**src/rtl/sincos_pkg.sv**
```systemverilog
package sincos_pkg;

  // arctan(2^-i) rounded to frac fractional bits
  function automatic int atan_q(int i, int frac);
    return $rtoi($atan(2.0 ** (-i)) * (2.0 ** frac) + 0.5);
  endfunction

  // 1/K for n iterations, rounded to frac fractional bits
  function automatic int inv_gain_q(int n, int frac);
    real k;
    k = 1.0;
    for (int i = 0; i < n; i++) k = k * $sqrt(1.0 + 2.0 ** (-2 * i));
    return $rtoi((2.0 ** frac) / k + 0.5);
  endfunction

  function automatic int pi_q(int frac);
    return $rtoi(3.14159265358979 * (2.0 ** frac) + 0.5);
  endfunction

endpackage

```
**src/rtl/sincos_fold.sv**
```systemverilog
module sincos_fold #(
  parameter int DATA_W = 18,
  parameter int GUARD  = 4,
  parameter int Z_W    = DATA_W + GUARD,
  parameter logic signed [Z_W-1:0] PI_Z  = '0,
  parameter logic signed [Z_W-1:0] HPI_Z = '0
) (
  input  logic signed [DATA_W-1:0] ang_i,
  output logic signed [Z_W-1:0]    z_o,
  output logic                     neg_o
);

  logic signed [Z_W-1:0] z_in;
  assign z_in = {ang_i, {GUARD{1'b0}}};

  always_comb begin
    if (z_in > HPI_Z) begin
      z_o   = z_in - PI_Z;
      neg_o = 1'b1;
    end else if (z_in < -HPI_Z) begin
      z_o   = z_in + PI_Z;
      neg_o = 1'b1;
    end else begin
      z_o   = z_in;
      neg_o = 1'b0;
    end
  end

endmodule

```
**src/rtl/sincos_stage.sv**
```systemverilog
module sincos_stage #(
  parameter int XY_W  = 22,
  parameter int Z_W   = 22,
  parameter int SHIFT = 0,
  parameter logic signed [Z_W-1:0] ATAN = '0
) (
  input  logic                   clk_i,
  input  logic signed [XY_W-1:0] x_i,
  input  logic signed [XY_W-1:0] y_i,
  input  logic signed [Z_W-1:0]  z_i,
  input  logic                   neg_i,
  output logic signed [XY_W-1:0] x_o,
  output logic signed [XY_W-1:0] y_o,
  output logic signed [Z_W-1:0]  z_o,
  output logic                   neg_o
);

  logic signed [XY_W-1:0] x_sh, y_sh;
  assign x_sh = x_i >>> SHIFT;
  assign y_sh = y_i >>> SHIFT;

  // data path carries no reset: only the valid line must be exact
  always_ff @(posedge clk_i) begin
    if (z_i[Z_W-1]) begin
      x_o <= x_i + y_sh;
      y_o <= y_i - x_sh;
      z_o <= z_i + ATAN;
    end else begin
      x_o <= x_i - y_sh;
      y_o <= y_i + x_sh;
      z_o <= z_i - ATAN;
    end
    neg_o <= neg_i;
  end

endmodule

```
**src/rtl/sincos_fix.sv**
```systemverilog
module sincos_fix #(
  parameter int DATA_W = 18,
  parameter int GUARD  = 4,
  parameter int XY_W   = DATA_W + GUARD
) (
  input  logic                     clk_i,
  input  logic signed [XY_W-1:0]   x_i,
  input  logic signed [XY_W-1:0]   y_i,
  input  logic                     neg_i,
  output logic signed [DATA_W-1:0] cos_o,
  output logic signed [DATA_W-1:0] sin_o
);

  localparam logic signed [XY_W-1:0] RND = XY_W'(1 << (GUARD - 1));

  logic signed [XY_W-1:0]   x_rnd, y_rnd;
  logic signed [DATA_W-1:0] x_cut, y_cut;
  logic                     unused_lsb;

  assign x_rnd = x_i + RND;
  assign y_rnd = y_i + RND;
  assign x_cut = x_rnd[GUARD +: DATA_W];
  assign y_cut = y_rnd[GUARD +: DATA_W];
  assign unused_lsb = ^{x_rnd[GUARD-1:0], y_rnd[GUARD-1:0]};

  always_ff @(posedge clk_i) begin
    cos_o <= neg_i ? -x_cut : x_cut;
    sin_o <= neg_i ? -y_cut : y_cut;
  end

endmodule

```
**src/rtl/cordic_sincos.sv**
```systemverilog
module cordic_sincos #(
  parameter int DATA_W   = 18,
  parameter int ANG_FRAC = 15,
  parameter int OUT_FRAC = 16,
  parameter int ITER     = 11,
  parameter int GUARD    = 4
) (
  input  logic                     clk_i,
  input  logic                     rst_ni,
  input  logic                     vld_i,
  input  logic signed [DATA_W-1:0] ang_i,
  output logic                     vld_o,
  output logic signed [DATA_W-1:0] sin_o,
  output logic signed [DATA_W-1:0] cos_o
);

  localparam int XY_W    = DATA_W + GUARD;
  localparam int Z_W     = DATA_W + GUARD;
  localparam int Z_FRAC  = ANG_FRAC + GUARD;
  localparam int XY_FRAC = OUT_FRAC + GUARD;
  localparam int LAT     = ITER + 1;

  localparam logic signed [Z_W-1:0]  PI_Z  = Z_W'(sincos_pkg::pi_q(Z_FRAC));
  localparam logic signed [Z_W-1:0]  HPI_Z = PI_Z >>> 1;
  localparam logic signed [XY_W-1:0] INV_K = XY_W'(sincos_pkg::inv_gain_q(ITER, XY_FRAC));

  logic signed [XY_W-1:0] x_q [ITER+1];
  logic signed [XY_W-1:0] y_q [ITER+1];
  logic signed [Z_W-1:0]  z_q [ITER+1];
  logic                   n_q [ITER+1];

  sincos_fold #(
    .DATA_W(DATA_W), .GUARD(GUARD), .Z_W(Z_W), .PI_Z(PI_Z), .HPI_Z(HPI_Z)
  ) u_fold (
    .ang_i(ang_i), .z_o(z_q[0]), .neg_o(n_q[0])
  );

  // gain compensation sits in the start vector
  assign x_q[0] = INV_K;
  assign y_q[0] = '0;

  for (genvar g = 0; g < ITER; g++) begin : g_iter
    localparam logic signed [Z_W-1:0] ATAN_G = Z_W'(sincos_pkg::atan_q(g, Z_FRAC));
    sincos_stage #(
      .XY_W(XY_W), .Z_W(Z_W), .SHIFT(g), .ATAN(ATAN_G)
    ) u_stage (
      .clk_i(clk_i),
      .x_i(x_q[g]),   .y_i(y_q[g]),   .z_i(z_q[g]),   .neg_i(n_q[g]),
      .x_o(x_q[g+1]), .y_o(y_q[g+1]), .z_o(z_q[g+1]), .neg_o(n_q[g+1])
    );
  end

  logic unused_z;
  assign unused_z = ^z_q[ITER];

  sincos_fix #(
    .DATA_W(DATA_W), .GUARD(GUARD), .XY_W(XY_W)
  ) u_fix (
    .clk_i(clk_i),
    .x_i(x_q[ITER]), .y_i(y_q[ITER]), .neg_i(n_q[ITER]),
    .cos_o(cos_o), .sin_o(sin_o)
  );

  logic [LAT-1:0] vld_sr;
  always_ff @(posedge clk_i or negedge rst_ni) begin
    if (!rst_ni) vld_sr <= '0;
    else         vld_sr <= {vld_sr[LAT-2:0], vld_i};
  end
  assign vld_o = vld_sr[LAT-1];

endmodule

```
**config.mk**
```make
export PLATFORM = sky130hd
export DESIGN_NAME = cordic_sincos
export DESIGN_NICKNAME = d
export VERILOG_FILES = /design/src/rtl/sincos_pkg.sv /design/src/rtl/sincos_fold.sv /design/src/rtl/sincos_stage.sv /design/src/rtl/sincos_fix.sv /design/src/rtl/cordic_sincos.sv
export SDC_FILE = /design/constraint.sdc
export NUM_CORES = 2
export LEC_CHECK = 0
export BUFFER_PORTS_ARGS = -buffer_cell sky130_fd_sc_hd__buf_2
export CAP_MARGIN = 5
export CORE_AREA = 5 5 341 343
export DETAILED_ROUTE_END_ITERATION = 10
export DIE_AREA = 0 0 346 348
export SLEW_MARGIN = 20
export SYNTH_ARGS = -nofsm -noshare
export SYNTH_HDL_FRONTEND = slang
export SYNTH_SLANG_ARGS = --single-unit
```
**constraint.sdc**
```tcl
create_clock -name clk_i -period 6.4 [get_ports clk_i]
set_input_delay 0.96 -clock clk_i [delete_from_list [all_inputs] [get_ports clk_i]]
set_output_delay 0.96 -clock clk_i [all_outputs]
set_load 0.05 [all_outputs]
```
### After elaboration in Yosys (flattened, before gate mapping)

Index checks and enable logic that the tools add are counted.
W data, S select, Z words.

| word-level totals | value |
|---|---|
| register bits after elaboration | 741 |
| bits of input ports | 21 |
| output and inout port bits | 37 |
| logic and storage cells | 149 |

| operators by class | value |
|---|---|
| add/sub/neg operators | 66 |
| magnitude comparators | 2 |
| multiplexer cells | 36 |

Operators with widths:

| kind | number |
|---|---|
| $mux W22 | 33 |
| $add A22 B12 Y22 | 2 |
| $add A22 B13 Y22 | 2 |
| $add A22 B14 Y22 | 2 |
| $add A22 B14 Y22 const B | 2 |
| $add A22 B15 Y22 | 2 |
| $add A22 B16 Y22 | 2 |
| $add A22 B17 Y22 | 2 |
| $add A22 B18 Y22 | 2 |
| $add A22 B19 Y22 | 2 |
| $add A22 B20 Y22 | 2 |
| $add A22 B20 Y22 const B | 2 |
| $add A22 B5 Y22 const B | 2 |
| $sub A22 B12 Y22 | 2 |
| $sub A22 B13 Y22 | 2 |
| $sub A22 B14 Y22 | 2 |
| $sub A22 B14 Y22 const B | 2 |
| $sub A22 B15 Y22 | 2 |
| $sub A22 B16 Y22 | 2 |
| $sub A22 B17 Y22 | 2 |
| $sub A22 B18 Y22 | 2 |
| $sub A22 B19 Y22 | 2 |
| $sub A22 B20 Y22 | 2 |
| $sub A22 B20 Y22 const B | 2 |
| other kinds (23) | 25 |

### Logic depth before layout (Yosys ltp)

| logic depth | value |
|---|---|
| depth after elaboration | 5 |
| depth in mapped cells | 19 |
| mapped depth without buffers | 19 |

### Modules after synthesis

From an unflattened synthesis, not the netlist that was laid out.

| unflattened totals | value |
|---|---|
| cell total of the unflattened synthesis | 7005 |
| area, all modules | 59696.0 um2 |

By module, submodules not included:

| module | times used | cells an instance | area an instance (um2) | sequential area each (um2) |
|---|---|---|---|---|
| sincos_stage (g_iter[0].u_stage) | 1 | 727 | 5930.7 | 1321.3 |
| sincos_stage (g_iter[2].u_stage) | 1 | 643 | 5459.0 | 1341.3 |
| sincos_stage (g_iter[5].u_stage) | 1 | 639 | 5400.2 | 1341.3 |
| sincos_stage (g_iter[3].u_stage) | 1 | 655 | 5365.1 | 1341.3 |
| sincos_stage (g_iter[1].u_stage) | 1 | 608 | 5192.5 | 1341.3 |
| sincos_stage (g_iter[4].u_stage) | 1 | 599 | 5161.2 | 1341.3 |
| sincos_stage (g_iter[6].u_stage) | 1 | 598 | 5149.9 | 1341.3 |
| sincos_stage (g_iter[9].u_stage) | 1 | 562 | 4753.3 | 1341.3 |
| sincos_stage (g_iter[7].u_stage) | 1 | 520 | 4538.1 | 1341.3 |
| sincos_stage (g_iter[10].u_stage) | 1 | 495 | 4420.5 | 1341.3 |
| sincos_stage (g_iter[8].u_stage) | 1 | 478 | 4380.5 | 1341.3 |
| sincos_fix | 1 | 346 | 2839.0 | 720.7 |
| sincos_fold | 1 | 121 | 798.3 | 0.0 |
| cordic_sincos | 1 | 14 | 307.8 | 300.3 |

### Worst setup path before layout

Ideal clock, no wire load.

| timing | value |
|---|---|
| path type | input -> register |
| start | input ang_i[9] |
| end | register g_iter[0].u_stage.z_o[20] |
| library setup time | 0.119 ns |
| arrival | 4.367 ns |
| required time | 6.281 ns |
| slack | 1.914 ns |
| stages | 16 |
| path buffers | 1 |
| path through | buf_6 -> nor4_1 -> a211oi_1 -> o211ai_2 -> a21oi_1 -> o211a_1 -> nor2_1 -> inv_1 -> ha_1 -> and2_1 -> and3_1 -> a211oi_2 -> o21bai_2 -> a41o_1 -> o22a_1 -> xor2_1 |

| on the way | value |
|---|---|
| elaborated cells between the ends (all ways) | 9 |
| classes of those cells | 4 x add/sub; 2 x order compare; 3 x mux |

RTL lines:

| what | line | source |
|---|---|---|
| start: declaration | cordic_sincos.sv:11 | `input logic signed [DATA_W-1:0] ang_i,` |
| $add A22 B22 Y22 / $lt A22 B21 Y1 (equally long branches) | sincos_fold.sv:21, sincos_fold.sv:20 |  |
| $mux W22 | sincos_fold.sv:20 | `end else if (z_in < -HPI_Z) begin` |
| $mux W22 * | sincos_fold.sv:17 | `if (z_in > HPI_Z) begin` |
| named net g_iter[0].u_stage.z_i[21] | sincos_stage.sv:10 | `input logic signed [Z_W-1:0] z_i,` |
| $mux W22 * | sincos_stage.sv:24 | `if (z_i[Z_W-1]) begin` |
| end signal: assignment | sincos_stage.sv:27 | `z_o <= z_i + ATAN;` |
| end signal: assignment | sincos_stage.sv:31 | `z_o <= z_i - ATAN;` |
| end: declaration | sincos_stage.sv:14 | `output logic signed [Z_W-1:0] z_o,` |

Mark *: on every way through the listed nets, which the timed path passes. The rest lies on a longest branch.
A chain may end at the register's enable or synchronous reset.

### Worst setup path in the final report

| timing | value |
|---|---|
| start | register g_iter[8].u_stage.y_o[9] |
| end | register g_iter[9].u_stage.x_o[20] |

| on the way | value |
|---|---|
| word-level cells in the longest chain between the ends | 2 |
| elaborated cells between the ends (all ways) | 3 |
| classes of those cells | 2 x add/sub; 1 x mux |

Ends and longest elaborated chain:

| what | line | source |
|---|---|---|
| start: declaration | sincos_stage.sv:13 | `output logic signed [XY_W-1:0] y_o,` |
| start signal: assignment | sincos_stage.sv:26 | `y_o <= y_i - x_sh;` |
| start signal: assignment | sincos_stage.sv:30 | `y_o <= y_i + x_sh;` |
| $sub A22 B13 Y22 / $add A22 B13 Y22 (equally long branches) | sincos_stage.sv:29, sincos_stage.sv:25 |  |
| $mux W22 * | sincos_stage.sv:24 |  |
| end signal: assignment | sincos_stage.sv:25 | `x_o <= x_i + y_sh;` |
| end signal: assignment | sincos_stage.sv:29 | `x_o <= x_i - y_sh;` |
| end: declaration | sincos_stage.sv:12 | `output logic signed [XY_W-1:0] x_o,` |

Mark *: on every way between the ends. The rest lies on a longest branch, timed or not.

==> summary.md <==
| Metric | Value |
|---|---|
| TritonRoute pass-1 iters | `7` |
| Status | `completed` |
| Final Cycle Share | `69.2%` |
| Seq/Total Area, Yosys | `29.5%` |
| WL per Instance | `15.3 um` |
| Crit path DAT | `4.99 ns` |
| Clock Path Buffers | `3` |
| Mapped Area | `approximately 0.045 mm2` |
| Antenna Nets Post-Route | `0` |
| Mapped Avg Cell Area | `8.70 um2` |
| Die width | `~350 um` |
| Final HPWL DP | `83,200 um` |
| Synth Flop Type | `dfxtp_1` |
| Worst Hold Class | `primary input to asynchronous set/reset pin` |
| RePlAce Congestion | `a little under 0.9` |
| Worst-Margin Slew | `1.04 ns` |
| Core area | `approximately 0.11 mm2` |
| CTS H-Tree Depth | `3` |
| Residual DRC | `0` |
| Port Buffers | `57` |
| Total track usage | `17.0%` |
| Critical path type | `flip-flop to flip-flop` |
| Global route overflow | `0` |
| Crit end category | `flip-flop` |
| Number of flops mapped to enable cells by yosys | `0` |
| Asr flop ratio synth | `1.83%` |
| Initial antenna violation count | `2` |
| Fmax | `around 230 MHz` |
| Syn. warnings | `0` |
| DR WL met2 | `50,800 um` |
| Fin nets | `roughly 6,000` |
| Via count | `around 36,000` |
| Number of setup buffers added after CTS | `0` |
| Initial core utilization | `39.5%` |
| Synthesized net count | `approximately 5,800` |
| Global-route wire length before repair | `173,000 um` |
| Die footprint | `about 0.12 mm2` |
| RSZ-0062 raised after global routing | `no` |
| Post-Syn Instances | `5,134` |
| Via density | `about 5.2` |
| Rows | `124` |
| Routed met3 length | `approximately 3300 um` |
| Number of global-route vias before repair | `34,409` |
| Pin count of the biggest net entering global routing | `52` |
| Hold bufs inserted after CTS | `0` |
| CTS clk-pin slew, worst paths | `0.06 ns` |
| DR iter-0 viols | `1,853` |
| Final setup fails | `0` |
| Die height | `348 um` |
| Max Cap Viol | `0` |
| Worst slew margin | `29.6%` |
| Setup_tns | `0 ns` |
| Sink Count | `655` |
| Synth area leader | `dfxtp_1` |
| CTS Buf Count | `77` |
| Post-synthesis cell type count | `90` |
| Area share of the largest cell type after synthesis | `28.8%` |
| Worst setup SP type | `flip-flop` |
| Critical Path RT | `roughly 7.0 ns` |
| Top Ports | `58` |
| Resized cells post-CTS | `0` |
| Highest routed layer | `met5` |
| Dominant cells by area after synthesis | `dfxtp_1 29%, ha_1 16%, xnor2_1 10%, xor2_1 5.3%, a21oi_1 5.0%` |
| WL met1 | `47,300 um` |
| P&R area growth vs syn | `10.4%` |
| Hold Vio Cnt, Final | `0` |
| Fin crit period | `~4.4 ns` |
| Final Skew | `0.0197 ns` |
| Seq cells post-synth | `around 660` |
| Layout cells sized above 1 | `between 5 and 6%` |
| Clock root cell | `clkbuf_16` |
| DRT Wirelength | `104,000 um` |
| CTS tree | `done` |
| Clk Latency, worst-skew pair | `0.64 ns` |
| Final Max Tran Viols | `0` |
| Crit path max fanout | `5` |
-- state kept, by name, indices dropped and copies added (netlist names) --
name	count
g_iter.u_stage.y_o	217
g_iter.u_stage.x_o	210
g_iter.u_stage.z_o	169
u_fix.cos_o	18
u_fix.sin_o	18
vld_sr	12
g_iter.u_stage.neg_o	11
-- synth_stat cells (62+ instances only) --
library cell	n
dfxtp_1	643
ha_1	578
xnor2_1	518
nor2_1	514
a21oi_1	448
xor2_1	271
nand2_1	243
inv_1	234
nor3_1	201
o21ai_0	193
a21o_1	155
nand3_1	88
nor2b_1	82
o21a_1	82
nand2b_1	62
-- cell families (layout without fill, tap and decap cells) --
group | count (synthesis) | in the layout | synth area share (%)
fa+ha+maj | 604 | 604 | 17.3
simple gates | 1449 | 1449 | 15.5
other cells | 1 | 2 | 0.00839
mux | 55 | 55 | 1.31
flops | 655 | 655 | 29.5
compound gates | 1266 | 1266 | 18.2
buf+inv | 315 | 447 | 2.70
xor+xnor | 789 | 789 | 15.5
-- area by class of cell --
cell class | instances | area [um2]
fillers | 11265 | 63900
clock inverters | 38 | 512
flip-flops and latches | 655 | 13200
well taps | 1512 | 1890
multi-input cells | 4164 | 30300
inverters | 235 | 882
diodes | 1 | 2.50
clock buffers | 104 | 2180
repair buffers | 70 | 383
-- routing by layer --
layer  up-vias  GRT usage, %
met2       519          30.6
met3       164          2.28
li1      18351             -
met4         2          4.41
met5         -             0
met1     16522          21.4
-- worst paths after layout --
| kind | endpoint | from | cells after the start | slack (ns) |
|---|---|---|---|---|
| max | g_iter[9].u_stage.x_o[20] | g_iter[8].u_stage.y_o[9] | 14 | 1.97 |
| max reg2reg | g_iter[9].u_stage.x_o[20] | g_iter[8].u_stage.y_o[9] | 14 | 1.97 |
| min reg2reg | g_iter[3].u_stage.neg_o | g_iter[2].u_stage.neg_o | 0 | 0.33 |
| min | vld_sr[0] | rst_ni | 1 | 0.19 |
| max in group asynchronous | vld_sr[10] | rst_ni | 1 | 6.00 |
| min in group clk_i | g_iter[3].u_stage.neg_o | g_iter[2].u_stage.neg_o | 0 | 0.33 |
-- worst max-delay path, cell delays in order, from the launching register on --
cell	delay, ns
dfxtp_1	0.43
inv_1	0.07
ha_1	0.28
mux2_2	0.30
fa_1	0.44
a21o_1	0.20
a21oi_1	0.22
o21ai_0	0.22
o311ai_0	0.90
o211ai_1	0.20
a31o_2	0.27
o41ai_1	0.42
o21bai_1	0.12
a21oi_1	0.19
xnor2_1	0.13
-- per-stage QoR --
step	instance area [um2]	hold WS [ns]	std cells	setup slack [ns]	utilization, %
6_report	49300	0.191	6779	1.97	43.6
2_1_floorplan	44700	0.310	5134	1.91	-
5_1_grt	49300	0.184	6778	1.74	43.6
3_3_place_gp	46600	0.311	6636	1.48	41.2
3_5_place_dp	46600	0.312	6636	1.49	41.2
4_1_cts	49300	0.152	6778	2.08	43.6
-- cells in the final DEF (no fill, tap or decap), types with 62 or more instances in the layout --
cell type and count:
xor2_1 271, clkbuf_16 79, a21o_1 155, xnor2_1 518, nand2_1 243, ha_1 578
nor2b_1 82, nand3_1 88, a21oi_1 448, o21ai_0 193, nor2_1 514, nand2b_1 62
o21a_1 82, dfxtp_1 641, inv_1 234, nor3_1 201
Power is not shown: default switching activity piles up to over one toggle a cycle in this logic, so the estimate is an artifact.
